<file path="config.mk">
export PLATFORM = sky130hd
export DESIGN_NAME = trap_unit
export DESIGN_NICKNAME = d
export VERILOG_FILES = /design/src/rtl/trap_pkg.sv /design/src/rtl/trap_flag_bank.sv /design/src/rtl/trap_picker.sv /design/src/rtl/trap_level_stack.sv /design/src/rtl/trap_unit.sv
export SDC_FILE = /design/constraint.sdc
export NUM_CORES = 1
export LEC_CHECK = 0
export ABC_CLOCK_PERIOD_IN_PS = 3700
export BUFFER_PORTS_ARGS = -buffer_cell sky130_fd_sc_hd__buf_2
export CAP_MARGIN = 10
export CORE_ASPECT_RATIO = 0.75
export CORE_MARGIN = 2
export CORE_UTILIZATION = 52
export CTS_CLUSTER_SIZE = 25
export DETAILED_ROUTE_END_ITERATION = 16
export PLACE_DENSITY = 0.77
export SLEW_MARGIN = 20
export SYNTH_ARGS = -nofsm -noshare
export SYNTH_HDL_FRONTEND = slang
export SYNTH_HIERARCHICAL = 1
export SYNTH_SLANG_ARGS = --single-unit
export TNS_END_PERCENT = 100
</file>
<file path="constraint.sdc">
create_clock -name clk -period 3.7 [get_ports clk]
set_input_delay 0.185 -clock clk [delete_from_list [all_inputs] [get_ports clk]]
set_output_delay 0.185 -clock clk [all_outputs]
set_load 0.005 [all_outputs]
</file>
<file path="src/rtl/trap_pkg.sv">
package trap_pkg;

    typedef enum logic [1:0] {
        ST_IDLE = 2'd0,
        ST_SOFT = 2'd1,
        ST_HW   = 2'd2
    } trap_state_e;

    // Fixed class of a hardware source: low indices rank highest.
    function automatic int unsigned class_of(input int unsigned idx,
                                             input int unsigned nsrc,
                                             input int unsigned ncls);
        return ncls - 1 - (idx * ncls) / nsrc;
    endfunction

endpackage

</file>
<file path="src/rtl/trap_flag_bank.sv">
module trap_flag_bank #(
    parameter int NUM_SRC = 8
) (
    input  logic               clk,
    input  logic               rst_n,
    input  logic [NUM_SRC-1:0] err_i,
    input  logic               flag_wr_i,
    input  logic [NUM_SRC-1:0] flag_wdata_i,
    input  logic [NUM_SRC-1:0] taken_oh_i,
    output logic [NUM_SRC-1:0] flags_o,
    output logic [NUM_SRC-1:0] pend_o
);

    logic [NUM_SRC-1:0] flags_q;
    logic [NUM_SRC-1:0] pend_q;
    logic [NUM_SRC-1:0] keep_mask;

    always_comb keep_mask = flag_wr_i ? flag_wdata_i : '1;

    always_ff @(posedge clk or negedge rst_n) begin
        if (!rst_n) begin
            flags_q <= '0;
            pend_q  <= '0;
        end else begin
            // New strobes win over both software clears and takes.
            flags_q <= (flags_q & keep_mask) | err_i;
            pend_q  <= (pend_q & ~taken_oh_i) | err_i;
        end
    end

    assign flags_o = flags_q;
    assign pend_o  = pend_q;

endmodule

</file>
<file path="src/rtl/trap_picker.sv">
module trap_picker #(
    parameter int NUM_SRC = 8,
    parameter int NUM_CLS = 3,
    parameter int IDX_W   = $clog2(NUM_SRC),
    parameter int CLS_W   = $clog2(NUM_CLS + 1)
) (
    input  logic [NUM_SRC-1:0] pend_i,
    output logic               valid_o,
    output logic [IDX_W-1:0]   idx_o,
    output logic [CLS_W-1:0]   cls_o
);

    logic [CLS_W-1:0] cls_tab [NUM_SRC];

    for (genvar g = 0; g < NUM_SRC; g++) begin : g_cls
        assign cls_tab[g] = CLS_W'(trap_pkg::class_of(g, NUM_SRC, NUM_CLS));
    end

    always_comb begin
        valid_o = 1'b0;
        idx_o   = '0;
        cls_o   = '0;
        for (int k = NUM_SRC - 1; k >= 0; k--) begin
            if (pend_i[k]) begin
                valid_o = 1'b1;
                idx_o   = IDX_W'(k);
                cls_o   = cls_tab[k];
            end
        end
    end

endmodule

</file>
<file path="src/rtl/trap_level_stack.sv">
module trap_level_stack #(
    parameter int NUM_LVL = 4,
    parameter int LVL_W   = $clog2(NUM_LVL)
) (
    input  logic               clk,
    input  logic               rst_n,
    input  logic               push_i,
    input  logic [LVL_W-1:0]   push_lvl_i,
    input  logic               pop_i,
    output logic [NUM_LVL-1:0] active_o,
    output logic [NUM_LVL-1:0] active_nx_o
);

    logic [NUM_LVL-1:0] active_q;
    logic [NUM_LVL-1:0] popped;

    // Clear the highest set bit (innermost service).
    always_comb begin
        popped = active_q;
        for (int k = 0; k < NUM_LVL; k++) begin
            if (active_q[k]) begin
                popped = active_q & ~(NUM_LVL'(1) << k);
            end
        end
    end

    always_comb begin
        active_nx_o = active_q;
        if (pop_i) begin
            active_nx_o = popped;
        end else if (push_i) begin
            active_nx_o = active_q | (NUM_LVL'(1) << push_lvl_i);
        end
    end

    always_ff @(posedge clk or negedge rst_n) begin
        if (!rst_n) active_q <= '0;
        else        active_q <= active_nx_o;
    end

    assign active_o = active_q;

endmodule

</file>
<file path="src/rtl/trap_unit.sv">
module trap_unit #(
    parameter int NUM_SRC = 8,
    parameter int NUM_CLS = 3,
    parameter int TN_W    = 7,
    parameter int HW_BASE = 2
) (
    input  logic               clk,
    input  logic               rst_n,
    input  logic [NUM_SRC-1:0] err_i,
    input  logic               sw_req_i,
    input  logic [TN_W-1:0]    sw_num_i,
    input  logic               svc_ret_i,
    input  logic               flag_wr_i,
    input  logic [NUM_SRC-1:0] flag_wdata_i,
    output logic               take_o,
    output logic [TN_W+1:0]    vec_o,
    output logic               irq_inhibit_o,
    output logic [NUM_SRC-1:0] flags_o
);
    import trap_pkg::*;

    localparam int IDX_W   = $clog2(NUM_SRC);
    localparam int CLS_W   = $clog2(NUM_CLS + 1);
    localparam int NUM_LVL = NUM_CLS + 1;
    localparam int LVL_W   = $clog2(NUM_LVL);
    localparam int VEC_W   = TN_W + 2;

    trap_state_e        state_q, state_d;
    logic [NUM_SRC-1:0] pend;
    logic [NUM_SRC-1:0] taken_oh;
    logic               pick_valid;
    logic [IDX_W-1:0]   pick_idx;
    logic [CLS_W-1:0]   pick_cls;
    logic [NUM_LVL-1:0] active, active_nx;
    logic               sw_pend_q;
    logic [TN_W-1:0]    sw_num_q;
    logic               take_hw, take_sw, pop;
    logic [LVL_W-1:0]   push_lvl;
    logic [TN_W-1:0]    take_num;
    logic               take_q;
    logic [VEC_W-1:0]   vec_q;

    trap_flag_bank #(.NUM_SRC(NUM_SRC)) u_flags (
        .clk          (clk),
        .rst_n        (rst_n),
        .err_i        (err_i),
        .flag_wr_i    (flag_wr_i),
        .flag_wdata_i (flag_wdata_i),
        .taken_oh_i   (taken_oh),
        .flags_o      (flags_o),
        .pend_o       (pend)
    );

    trap_picker #(
        .NUM_SRC (NUM_SRC),
        .NUM_CLS (NUM_CLS),
        .IDX_W   (IDX_W),
        .CLS_W   (CLS_W)
    ) u_pick (
        .pend_i  (pend),
        .valid_o (pick_valid),
        .idx_o   (pick_idx),
        .cls_o   (pick_cls)
    );

    trap_level_stack #(
        .NUM_LVL (NUM_LVL),
        .LVL_W   (LVL_W)
    ) u_stack (
        .clk         (clk),
        .rst_n       (rst_n),
        .push_i      (take_hw | take_sw),
        .push_lvl_i  (push_lvl),
        .pop_i       (pop),
        .active_o    (active),
        .active_nx_o (active_nx)
    );

    // Take decisions: a hardware trap must outrank every active level.
    always_comb begin
        take_hw = pick_valid && !svc_ret_i &&
                  ((active >> (32'(pick_cls) + 32'd1)) == '0);
        take_sw = sw_pend_q && !pick_valid && !svc_ret_i && (active == '0);
        pop     = svc_ret_i && (active != '0);
        push_lvl = take_hw ? LVL_W'(32'(pick_cls) + 32'd1) : '0;
        take_num = take_hw ? TN_W'(HW_BASE) + TN_W'(pick_idx) : sw_num_q;
    end

    for (genvar g = 0; g < NUM_SRC; g++) begin : g_oh
        assign taken_oh[g] = take_hw && (pick_idx == IDX_W'(g));
    end

    // One-deep software request slot.
    always_ff @(posedge clk or negedge rst_n) begin
        if (!rst_n) begin
            sw_pend_q <= 1'b0;
            sw_num_q  <= '0;
        end else if (take_sw) begin
            sw_pend_q <= 1'b0;
        end else if (sw_req_i && !sw_pend_q) begin
            sw_pend_q <= 1'b1;
            sw_num_q  <= sw_num_i;
        end
    end

    // Next-state logic.
    always_comb begin
        state_d = state_q;
        unique case (state_q)
            ST_IDLE: begin
                if (take_hw)      state_d = ST_HW;
                else if (take_sw) state_d = ST_SOFT;
            end
            ST_SOFT: begin
                if (pop)          state_d = ST_IDLE;
                else if (take_hw) state_d = ST_HW;
            end
            ST_HW: begin
                if (pop) begin
                    if (active_nx[NUM_LVL-1:1] != '0) state_d = ST_HW;
                    else if (active_nx[0])            state_d = ST_SOFT;
                    else                              state_d = ST_IDLE;
                end
            end
            default: state_d = ST_IDLE;
        endcase
    end

    // State register.
    always_ff @(posedge clk or negedge rst_n) begin
        if (!rst_n) state_q <= ST_IDLE;
        else        state_q <= state_d;
    end

    // Output registers.
    always_ff @(posedge clk or negedge rst_n) begin
        if (!rst_n) begin
            take_q <= 1'b0;
            vec_q  <= '0;
        end else begin
            take_q <= take_hw | take_sw;
            if (take_hw | take_sw) vec_q <= {take_num, 2'b00};
        end
    end

    assign take_o        = take_q;
    assign vec_o         = vec_q;
    assign irq_inhibit_o = (state_q == ST_HW);

endmodule

</file>
After elaboration in Yosys (flattened, before gate mapping)
Index checks and enable logic that the tools add are counted.
{ "op_classes": {"n_bitwise": 8, "add_sub_neg": 2, "n_eq_ne": 12, "n_mux": 40, "n_shift": 2, "n_reduce_logical": 27} }
{ "op_table": {"columns": ["op", "count"], "rows": [
  ["4-bit by 32-bit >> shifter with 4-bit output", 1],
  ["3-bit two-way mux", 8],
  ["2-bit two-way mux", 10],
  ["8-bit AND", 2],
  ["4-bit two-way mux", 4],
  ["8-bit bitwise OR", 2],
  ["1-bit logical AND", 15],
  ["1-bit two-way mux", 15],
  ["3-bit == test, second input constant", 4],
  ["4-bit logical NOT", 2],
  ["8-bit two-way mux", 1],
  ["8-bit NOT", 1],
  ["7-bit two-way mux", 1],
  ["3-bit by 2-bit == test with 1-bit output, second input constant", 2],
  ["3-bit != test, second input constant", 2],
  ["2-bit one-hot mux with 3 select lines", 1],
  ["2-bit by 3-bit adder with 4-bit output, first input constant", 1],
  ["4-bit bitwise OR", 1],
  ["4-bit nonzero test", 1],
  ["1-bit by 2-bit << shifter with 4-bit output, first input constant", 1],
  ["2-bit by 1-bit adder with 3-bit output, second input constant", 1],
  ["3-bit by 1-bit == test with 1-bit output, second input constant", 1],
  ["1-bit logical NOT", 3],
  ["3-bit logical NOT", 1],
  ["other kinds (10)", 10]
]} }
{ "word_totals": {"input_bits": 28, "register_bits": 38, "wordCells": 99, "output_inout_bits": 19} }

Longest topological paths before layout
Gate-level depths: netlist (run 1).
{ "depth": {"word_depth": 19, "depth_mapped": 13, "mapped_depth_nobuf": 12} }

Hierarchy
Netlist (run 1), hierarchy kept.
{ "by_module_without_submodules": {"columns": ["mod", "seq_area_each_um2", "cells_per_inst", "area_per_inst_um2", "n_inst"], "rows": [
  ["trap_unit", 450.4, 87, 985.9, 1],
  ["trap_flag_bank", 400.4, 48, 600.6, 1],
  ["trap_level_stack", 100.1, 13, 180.2, 1],
  ["trap_picker", 0.0, 17, 96.3, 1]
]} }

Worst setup path before layout (run 1)
OpenSTA, ideal clock, no wires.
{ "synth_path": {"path_type": "reg-to-reg", "startpoint": "register u_flags.pend_q[2], in the netlist u_flags/pend_o[2]", "endpoint": "register state_q[0]", "slack_ns": 0.713, "t_arrival_ns": 2.875, "setup_ns": 0.111, "stages_incl_launch_ff": 13, "required_ns": 3.589, "period_less_slack_ns": 2.987, "path_buffers": 1, "cell_sequence": "dfrtp_1 or3_4 nor2_1 nor2b_2 o311ai_4 nand2_2 clkbuf_8 nor2_1 and4bb_1 o22a_1 nor3_1 nand3_1 a222oi_1"} }
{ "synth_via": {"elab_chain_cells": 16, "elab_cells_between_ends": 30, "cone_classes": "add/sub (1); eq/ne (2); shift (2); mux (14); bitwise (2); reduce/logical (9)"} }
{ "synth_lines": {"columns": ["element", "line_no", "text"], "rows": [
  ["from (decl)", "trap_flag_bank.sv:15", "logic [NUM_SRC-1:0] pend_q;"],
  ["from (signal assigned)", "trap_flag_bank.sv:27", "pend_q <= (pend_q & ~taken_oh_i) | err_i;"],
  ["2-bit two-way mux (*) (3 in a row)", "trap_picker.sv:24", "if (pend_i[k]) begin"],
  ["net pick_cls[1]", "trap_unit.sv:33", "logic [CLS_W-1:0] pick_cls;"],
  ["2-bit by 1-bit adder with 3-bit output (*)", "trap_unit.sv:85", "push_lvl = take_hw ? LVL_W'(32'(pick_cls) + 32'd1) : '0;"],
  ["4-bit by 32-bit >> shifter with 4-bit output", "trap_unit.sv:82", "((active >> (32'(pick_cls) + 32'd1)) == '0);"],
  ["4-bit logical NOT", "trap_unit.sv:82", null],
  ["1-bit logical AND", "trap_unit.sv:81", "take_hw = pick_valid && !svc_ret_i &&"],
  ["2-bit two-way mux (*)", "trap_unit.sv:85", null],
  ["net push_lvl[1]", "trap_unit.sv:38", "logic [LVL_W-1:0] push_lvl;"],
  ["1-bit by 2-bit << shifter with 4-bit output (*)", "trap_level_stack.sv:32", "active_nx_o = active_q | (NUM_LVL'(1) << push_lvl_i);"],
  ["4-bit bitwise OR (*)", "trap_level_stack.sv:32", null],
  ["4-bit two-way mux (*)", "trap_level_stack.sv:31", "end else if (push_i) begin"],
  ["4-bit two-way mux (*)", "trap_level_stack.sv:29", "if (pop_i) begin"],
  ["net active_nx[1]", "trap_unit.sv:34", "logic [NUM_LVL-1:0] active, active_nx;"],
  ["3-bit nonzero test (*)", "trap_unit.sv:120", "if (active_nx[NUM_LVL-1:1] != '0) state_d = ST_HW;"],
  ["2-bit two-way mux (*)", "trap_unit.sv:120", null],
  ["2-bit two-way mux (*)", "trap_unit.sv:119", "if (pop) begin"],
  ["2-bit one-hot mux with 3 select lines (*)", "trap_unit.sv:109", "unique case (state_q)"],
  ["to (signal assigned)", "trap_unit.sv:132", "else state_q <= state_d;"],
  ["to (decl)", "trap_unit.sv:28", "trap_state_e state_q, state_d;"]
]} }
Mark *: on every way through the listed nets, which the timed path passes. The rest lies on a longest branch. The select of a mux whose other input is x is not followed.
A chain may end at the register's enable or synchronous reset.

Final worst setup path (run 1)
Same ends and word-level chain as after synthesis.

==> results of run 1 <==
## metal layers
layer / routed length [um] / up-vias / GRT usage [%]
li1: - / 673 / -
met1: 1690 / 677 / 26.4
met2: 1760 / 31 / 31.0
met3: 180 / 2 / 8.51
met4: 10 / 0 / 6.35
met5: 0 / - / 0
## worst register-to-register path, stage by stage, from the launching register on
cell,delay (ns)
dfrtp_1,0.42
or3_4,0.44
nor2_1,0.29
nor2b_2,0.10
o311ai_4,0.31
nand2_2,0.22
nor2_1,0.26
and4bb_1,0.24
o22a_1,0.19
nor3_1,0.25
nand3_1,0.12
a222oi_1,0.29
## cell families after synthesis
group           Yosys count  synth area share [%]
simple gates             60                  20.6
flops                    38                  51.0
compound gates           35                  15.9
buf+inv                  19                  5.24
mux                      10                  5.84
fa+ha+maj                 1                 0.671
other cells               1                 0.201
xor+xnor                  1                 0.470
## flip-flops by register name (all words and copies together) (netlist names)
| signal | cells |
|---|---|
| u_flags/flags_o | 8 |
| u_flags/pend_o | 8 |
| sw_num_q | 7 |
| vec_o | 7 |
| u_stack/active_o | 4 |
| state_q | 2 |
| sw_pend_q | 1 |
| take_o | 1 |
## power groups by stage
stage,sequential (mW),clock [mW],combinational (mW)
after global placement,0.537,0,0.277
final,0.531,0.439,0.287
after detailed placement,0.539,0,0.289
after floorplan,0.527,0,0.206
after CTS,0.531,0.446,0.290
after global routing,0.542,0.464,0.322
## through the flow
step                      setup slack (ns)  power (mW)  cell area [um2]
after CTS                            0.442        1.27             2240
after global placement               0.592       0.814             2100
after detailed placement             0.440       0.828             2100
final                                0.459        1.26             2240
after global routing                 0.176        1.33             2240
after floorplan                      0.713       0.733             1870
## how the worst min path moves through the flow
stage / start / end / slack (ns) / cells past startpoint
after floorplan: rst_n / state_q[0] / -0.11 / 0
after global placement: rst_n / u_flags/flags_o[7] / 0.31 / 1
after detailed placement: rst_n / u_flags/flags_o[7] / 0.34 / 1
after CTS: rst_n / u_flags/flags_o[7] / 0.02 / 1
after global routing: rst_n / vec_o[3] / 0.04 / 1
final: rst_n / u_flags/flags_o[7] / -0.02 / 1
## synth_stat cells, types with 5 or more instances
| master | n |
|---|---|
| a21o_1 | 16 |
| a221o_1 | 5 |
| and2_1 | 5 |
| dfrtp_1 | 38 |
| inv_1 | 13 |
| mux2_2 | 7 |
| nand2b_1 | 9 |
| nor2_1 | 14 |
| nor3_1 | 5 |
## cell type report
| cell class | count | area, um2 |
|---|---|---|
| fill | 270 | 1120 |
| sequential | 38 | 951 |
| multi-input combinational | 109 | 818 |
| timing repair buffer | 45 | 228 |
| clock buffer | 6 | 82.6 |
| clock inverter | 2 | 60.1 |
| tap | 40 | 50.0 |
| inverter | 13 | 48.8 |
==> results.ini, run 1 <==
[status]
outcome=finished, violations left
violations=hold timing

[critical_path]
rr_startpoint=u_flags/pend_o[2]
arrival_ns=3.43
cp_top_family=simple AND/OR/NAND/NOR gates
path_depth=11
cp-start-kind=flop
slowest_delay_ns=0.44
crit_buf_inv=0
worstPathRequired_ns=3.89
crit_top_cell=nor2_1
reg2reg_to=state_q[0]
worstSetupPathType=flop to flop
slowest_stage=or3_4
r2r.worst_path.cells=11
crit_start=u_flags/pend_o[2]
critPathMaxFanout=11
cp_cell_sequence=or3_4 > nor2_1 > nor2b_2 > o311ai_4 > nand2_2 > nor2_1 > and4bb_1 > o22a_1 > nor3_1 > nand3_1 > a222oi_1
ff2ff_setup_slack_ns=0.46
end_kind=flop
cp-endpoint=state_q[0]

[sta]
fin_worst_skew_ns=0.00446
rsz0062_at_grt=no
fmax_mhz=309
whs_ns=-0.0161
period_share_pct=87.6
fin_crit_ns=3.24
maxSlewHeadroom_pct=45.0
slew_violations=0
fin_tns_setup_ns=0
setup-violations-final=0
worst_pin_slew_ns=0.826
hold_viol_final=30

[global_route]
antenna_found_initial=0
grt_usage_pct=20.4
grt_max_degree=39
grt_pass1_wl_um=6310
grt_pass1_vias=1419
grt_overflow=0

[clock_tree]
postCtsHoldBufs=0
clkLatencyLatePin_ns=0.29
clockRootBuffer=clkbuf_8
cts_tree=built
numCtsBuffers=5
cts_sinks=38
h-tree-depth=2
ctsResizeCount=0
cts_buffer_depth=2
cts_setup_buffers=0
cts.clk_slew.worst_paths_ns=0.07

[synth]
synth_edf_count=0
syn_area_per_cell_um2=11.3
yosysTopAreaCellShare_pct=51.0
ys_types=46
netlist_top_cells_area=dfrtp_1 (51%), a21o_1 (6.4%), mux2_2 (4.2%), nand2b_1 (3.0%), nor2_1 (2.8%)
yosysTopAreaCell=dfrtp_1
yosys_most_used_dff=dfrtp_1
yosys_register_bits=38
netlist_area_um2=1860
synth_warnings=6
synthArstFlopShare_pct=100
syn-instance-count=165
ys_seq_area_share_pct=51.0

[power]
clkPwrFrac_pct=34.9
powerDensity_nw_per_um2=561
seqPwrFrac_pct=42.2
ir_drop_mv=0.306
p_int_mw=0.898
combinationalPowerShare_pct=22.9
p_sw_mw=0.359
p_sw_share_pct=28.6
leakagePower_nw=0.983

[floorplan]
die-height_um=55.8
die_w_um=73.1
coreArea_um2=3360
design.die.area_um2=4080
row_count=18
pin_count=47
initial_utilization_pct=55.5

[placement]
gp_congestion=0.814
port_buffers=44
dp_hpwl_um=2720
dp.cells=245

[route]
drc_errors=0
drt_first_iter_violations=97
wirelength_um=3650
wl_per_cell_um=14.4
vias=1383
firstDrtPassIters=4
via_per_inst=5.47
final_antenna_net_count=0

[layout]
utilization_pct=66.7
area_growth_pct=20.1
layout-drive-gt1-share_pct=34.7
final_cell_mix=buf_2 (44), dfrtp_1 (38), a21o_1 (16)
diodes=0
final_common_cell=buf_2
final_cell_count_no_fill=253
fin_nets=241

[job]
cap_violations=0

[worst_hold_path]
hold_class=input pin to async pin

No activity file was read; power rests on OpenSTA's default activity.
==> inputs of run 2 (changes only) <==
--- a/config.mk
+++ b/config.mk
@@ -13,7 +13,7 @@
 export CORE_UTILIZATION = 52
 export CTS_CLUSTER_SIZE = 25
 export DETAILED_ROUTE_END_ITERATION = 16
-export PLACE_DENSITY = 0.77
+export PLACE_DENSITY = 0.76
 export SLEW_MARGIN = 20
 export SYNTH_ARGS = -nofsm -noshare
 export SYNTH_HDL_FRONTEND = slang
==> results.ini, run 2 (same netlist as run 1, synthesis figures left out) <==
[route]
drt_first_iter_violations=65  ; -33%
drc_errors=0  ; unchanged
wl_per_cell_um=14.8  ; +2.4%
firstDrtPassIters=4  ; unchanged
final_antenna_net_count=0  ; unchanged
via_per_inst=5.59  ; +2.2%
wirelength_um=3730  ; +2.4%
vias=1414  ; +2.2%

[global_route]
use_met1_pct=28.8  ; +2.5 points
grt_pass1_wl_um=6560  ; +3.9%
grt_use_met3_pct=7.07  ; -1.4 points
top_usage_layer=met2
grt_max_degree=39  ; unchanged
grt_overflow=0  ; unchanged
antenna_found_initial=0  ; unchanged
grt_usage_pct=21.0  ; +0.59 points
grt_pass1_vias=1424  ; +0.35%
grtUsageMet2_pct=31.9  ; +0.90 points

[clock_tree]
clockRootBuffer=clkbuf_8
cts.clk_slew.worst_paths_ns=0.08  ; about the same
numCtsBuffers=5  ; unchanged
ctsResizeCount=0  ; unchanged
h-tree-depth=2  ; unchanged
cts_setup_buffers=0  ; unchanged
cts_buffer_depth=2  ; unchanged
cts_sinks=38  ; unchanged
postCtsHoldBufs=0  ; unchanged
clkLatencyLatePin_ns=0.29  ; about the same
cts_tree=built

[placement]
port_buffers=44  ; unchanged
dp_hpwl_um=2810  ; +3.3%
gp_congestion=0.848  ; +4.2%
place_ws_ns=0.454  ; +0.0146 ns

[floorplan]
die-height_um=55.8  ; unchanged
pin_count=47  ; unchanged
row_count=18  ; unchanged
initial_utilization_pct=55.5  ; unchanged
design.die.area_um2=4080  ; unchanged
coreArea_um2=3360  ; unchanged
die_w_um=73.1  ; unchanged

[sta]
hold_viol_final=33  ; +10%
maxSlewHeadroom_pct=44.4  ; -0.54 points
setup-violations-final=0  ; unchanged
fin_worst_skew_ns=0.00629  ; +0.00183 ns
fmax_mhz=302  ; -2.0%
whs_ns=-0.0145  ; +0.00160 ns
worst_pin_slew_ns=0.829  ; +0.00306 ns
rsz0062_at_grt=no
period_share_pct=89.4  ; +1.8 points
fin_crit_ns=3.31  ; +0.0675 ns
fin_tns_setup_ns=0  ; unchanged
slew_violations=0  ; unchanged
setup_ws_ns=0.391  ; -0.0675 ns

[layout]
diodes=0  ; unchanged
fillCellCount=274  ; +1.5%
area_growth_pct=18.3
fin_nets=241  ; unchanged
final_common_cell=buf_2
layout-drive-gt1-share_pct=34.7  ; unchanged
final_cell_mix=buf_2 (44), dfrtp_1 (38), a21o_1 (16)

[status]
outcome=finished, violations left
violations=hold timing

[critical_path]
critPathMaxFanout=11  ; unchanged
worstSetupPathType=flop to flop
cp-start-kind=flop
end_kind=flop
arrival_ns=3.50  ; +0.07 ns
worstPathRequired_ns=3.89  ; about the same

[power]
clkPwrFrac_pct=29.8  ; -5.1 points
combinationalPowerShare_pct=24.6  ; +1.7 points
p_int_mw=0.809  ; -9.9%
seqPwrFrac_pct=45.6  ; +3.4 points
ir_drop_mv=0.301  ; -1.8%
powerDensity_nw_per_um2=528  ; -5.9%
p_sw_share_pct=30.6  ; +2.0 points
leakagePower_nw=0.969  ; -1.4%
p_sw_mw=0.356  ; -0.85%

[worst_hold_path]
hold_class=input pin to async pin

[job]
cap_violations=0  ; unchanged

## run 2: final timing paths
check / from / endpoint / slack [ns] / depth (start not counted)
setup / recovery: u_flags/pend_o[2] / state_q[0] / 0.39 / 11
min in group clk: err_i[6] / u_flags/pend_o[6] / 0.09 / 2
hold / removal: rst_n / u_stack/active_o[2] / -0.01 / 1
max in group asynchronous: rst_n / u_flags/pend_o[7] / 3.19 / 1
setup reg to reg: u_flags/pend_o[2] / state_q[0] / 0.39 / 11
hold reg to reg: u_flags/flags_o[3] / u_flags/flags_o[3] / 0.48 / 1
## run 2: per-stage QoR
stage	instances	power [mW]	area [um2]	utilization, %
final	253	1.16	2200	65.7
after global placement	245	0.812	2100	62.5
after detailed placement	245	0.824	2100	62.5
after global routing	253	1.24	2200	65.7
after CTS	253	1.17	2200	65.7
after floorplan	166	0.733	1870	-
## run 2: final cells by class
type	count	area (um2)	share of cell area (%)
sequential	38	951	43.1
timing repair buffer	45	228	10.3
clock inverter	3	40.0	1.82
inverter	13	48.8	2.21
multi-input combinational	109	818	37.1
tap	40	50.0	2.27
clock buffer	5	68.8	3.12
## run 2: metal layers
metal | share of wire, % | vias to the layer above | wire length [um]
li1 | - | 676 | -
met1 | 46 | 685 | 1710
met2 | 46 | 47 | 1730
met3 | 6.8 | 6 | 255
met4 | 0.94 | 0 | 35
met5 | 0 | - | 0
## run 2: worst max-delay path, cell delays in order, from the launching register on
cell and delay (ns):
dfrtp_1 0.43, or3_4 0.45, nor2_1 0.29, nor2b_2 0.10, o311ai_4 0.31, nand2_2 0.22
nor2_1 0.29, and4bb_1 0.26, o22a_1 0.19, nor3_1 0.26, nand3_1 0.11, a222oi_1 0.30
## run 2: power by group through the flow
stage	Sequential, mW	Clock (mW)	Combinational [mW]
after floorplan	0.527	0	0.206
after global placement	0.536	0	0.277
after detailed placement	0.539	0	0.285
after CTS	0.531	0.355	0.287
after global routing	0.541	0.375	0.320
final	0.531	0.347	0.286
==> inputs of run 3 (changes only) <==
--- a/config.mk
+++ b/config.mk
@@ -14,6 +14,7 @@
 export CTS_CLUSTER_SIZE = 25
 export DETAILED_ROUTE_END_ITERATION = 16
 export PLACE_DENSITY = 0.76
+export RECOVER_POWER = 100
 export SLEW_MARGIN = 20
 export SYNTH_ARGS = -nofsm -noshare
 export SYNTH_HDL_FRONTEND = slang
==> results.ini, run 3 (same netlist as run 1, synthesis figures left out) <==
[status]
outcome=finished, violations left
violations=capacitance limit, slew limit

[sta]
setup-violations-final=0  ; unchanged
slew_violations=39  ; +39
whs_ns=0.0896  ; +0.104 ns
hold_viol_final=0  ; -100%
rsz0062_at_grt=no
maxSlewHeadroom_pct=-33.4  ; -78 points
fmax_mhz=309  ; +2.2%
fin_worst_skew_ns=0.00699  ; +0.000700 ns
fin_tns_setup_ns=0  ; unchanged
worst_pin_slew_ns=2.00  ; +1.17 ns
fin_crit_ns=3.24  ; -0.0712 ns
period_share_pct=87.5  ; -1.9 points

[route]
final_antenna_net_count=0  ; unchanged
wl_met1_um=1770  ; +3.8%
firstDrtPassIters=4  ; unchanged
via_per_inst=5.54  ; -0.85%
drt_first_iter_violations=67  ; +3.1%
wl_met2_um=1720  ; -1.0%
wirelength_um=3710  ; -0.62%
wl_per_cell_um=14.7  ; -0.62%
top_layer_used=met4
drc_errors=0  ; unchanged
met3_length_um=185  ; -27%
vias=1402  ; -0.85%

[job]
cap_violations=1  ; +1

[power]
powerDensity_nw_per_um2=531  ; +0.47%
ir_drop_mv=0.304  ; +1.0%
leakagePower_nw=0.937  ; -3.3%

[layout]
area_growth_pct=16.7
fillCellCount=281  ; +2.6%
final_common_cell=dfrtp_1
utilization_pct=64.8  ; -0.93 points
layout-drive-gt1-share_pct=28.2  ; -6.6 points
diodes=0  ; unchanged
multi_input_area_um2=798  ; -2.4%
final_cell_mix=dfrtp_1 (38), buf_2 (35), a21o_1 (16)
register_area_um2=951  ; unchanged
fin_nets=241  ; unchanged

[floorplan]
row_count=18  ; unchanged
initial_utilization_pct=55.5  ; unchanged
coreArea_um2=3360  ; unchanged
die_w_um=73.1  ; unchanged
die-height_um=55.8  ; unchanged
design.die.area_um2=4080  ; unchanged
pin_count=47  ; unchanged

[worst_hold_path]
hold_path.startpoint=err_i[6]
holdPathEnd=u_flags/pend_o[6]
hold_class=input pin to flop
hold_depth=2

[placement]
port_buffers=44  ; unchanged
gp_congestion=0.848  ; unchanged
dp_hpwl_um=2810  ; unchanged

[global_route]
grt_overflow=0  ; unchanged
grt_pass1_wl_um=6560  ; unchanged
antenna_found_initial=0  ; unchanged
grt_pass1_vias=1424  ; unchanged
grt_max_degree=39  ; unchanged
grt_usage_pct=21.0  ; unchanged

[clock_tree]
cts_buffer_depth=2  ; unchanged
cts_tree=built
ctsResizeCount=0  ; unchanged
postCtsHoldBufs=0  ; unchanged
cts_sinks=38  ; unchanged
numCtsBuffers=5  ; unchanged
clockRootBuffer=clkbuf_8
clkLatencyLatePin_ns=0.29  ; about the same
cts.clk_slew.worst_paths_ns=0.08  ; about the same
h-tree-depth=2  ; unchanged
cts_setup_buffers=0  ; unchanged

[critical_path]
slowest_stage=or3_4
arrival_ns=3.43  ; -0.07 ns
worstPathRequired_ns=3.89  ; about the same
crit_top_cell=nor2_1
slowest_delay_ns=0.45  ; about the same
end_kind=flop
critPathMaxFanout=11  ; unchanged
cp-start-kind=flop
cp_cell_sequence=or3_4 > nor2_1 > nor2b_1 > o311ai_4 > nand2_2 > nor2_1 > and4bb_1 > o22a_1 > nor3_1 > nand3_1 > a222oi_1
reg2reg_to=state_q[0]
worstSetupPathType=flop to flop
rr_startpoint=u_flags/pend_o[2]
ff2ff_setup_slack_ns=0.46  ; +0.07 ns
r2r.worst_path.cells=11  ; unchanged

==> run 3: cell type report <==
type | count | share of cell area [%]
well taps | 40 | 2.30
repair buffers | 45 | 9.96
clock buffers | 5 | 3.17
multi-input cells | 109 | 36.7
inverters | 13 | 2.25
flip-flops and latches | 38 | 43.8
clock inverters | 3 | 1.84
==> run 3: worst max-delay path: cells and delay by family, from the launching register on <==
family / cells / cell delay, ns
and+or+nand+nor: 8 / 1.92
AOI/OAI and AO/OA: 3 / 0.78
DFF: 1 / 0.43
==> run 3: per-stage QoR <==
stage                     setup slack [ns]  cells  instance area [um2]  total power, mW
after floorplan                      0.713    166                 1870            0.733
after detailed placement             0.454    245                 2100            0.824
after global placement               0.595    245                 2100            0.812
final                                0.463    253                 2170             1.15
after CTS                            0.411    253                 2200             1.17
after global routing                 0.194    253                 2170             1.23
==> run 3: layer usage <==
layer  vias to the layer above  GRT usage (%)
met3                         6           7.07
met4                         0           5.29
li1                        676              -
met2                        37           31.9
met5                         -              0
met1                       683           28.8
==> run 3: worst max-delay path by stage <==
stage | from | to | slack [ns] | cells past startpoint
after floorplan | u_flags/pend_o[2] | state_q[0] | 0.71 | 12
after global placement | u_flags/pend_o[2] | state_q[0] | 0.59 | 11
after detailed placement | u_flags/pend_o[2] | state_q[0] | 0.45 | 11
after CTS | u_flags/pend_o[2] | state_q[0] | 0.41 | 11
after global routing | u_flags/pend_o[2] | state_q[0] | 0.19 | 11
final | u_flags/pend_o[2] | state_q[0] | 0.46 | 11
==> run 3: power breakdown <==
part	total [mW]	leakage, nW	internal, mW	switching (mW)
sequential	0.533	0.430	0.473	0.0599
clock	0.346	0.0579	0.198	0.148
combinational	0.274	0.450	0.131	0.144
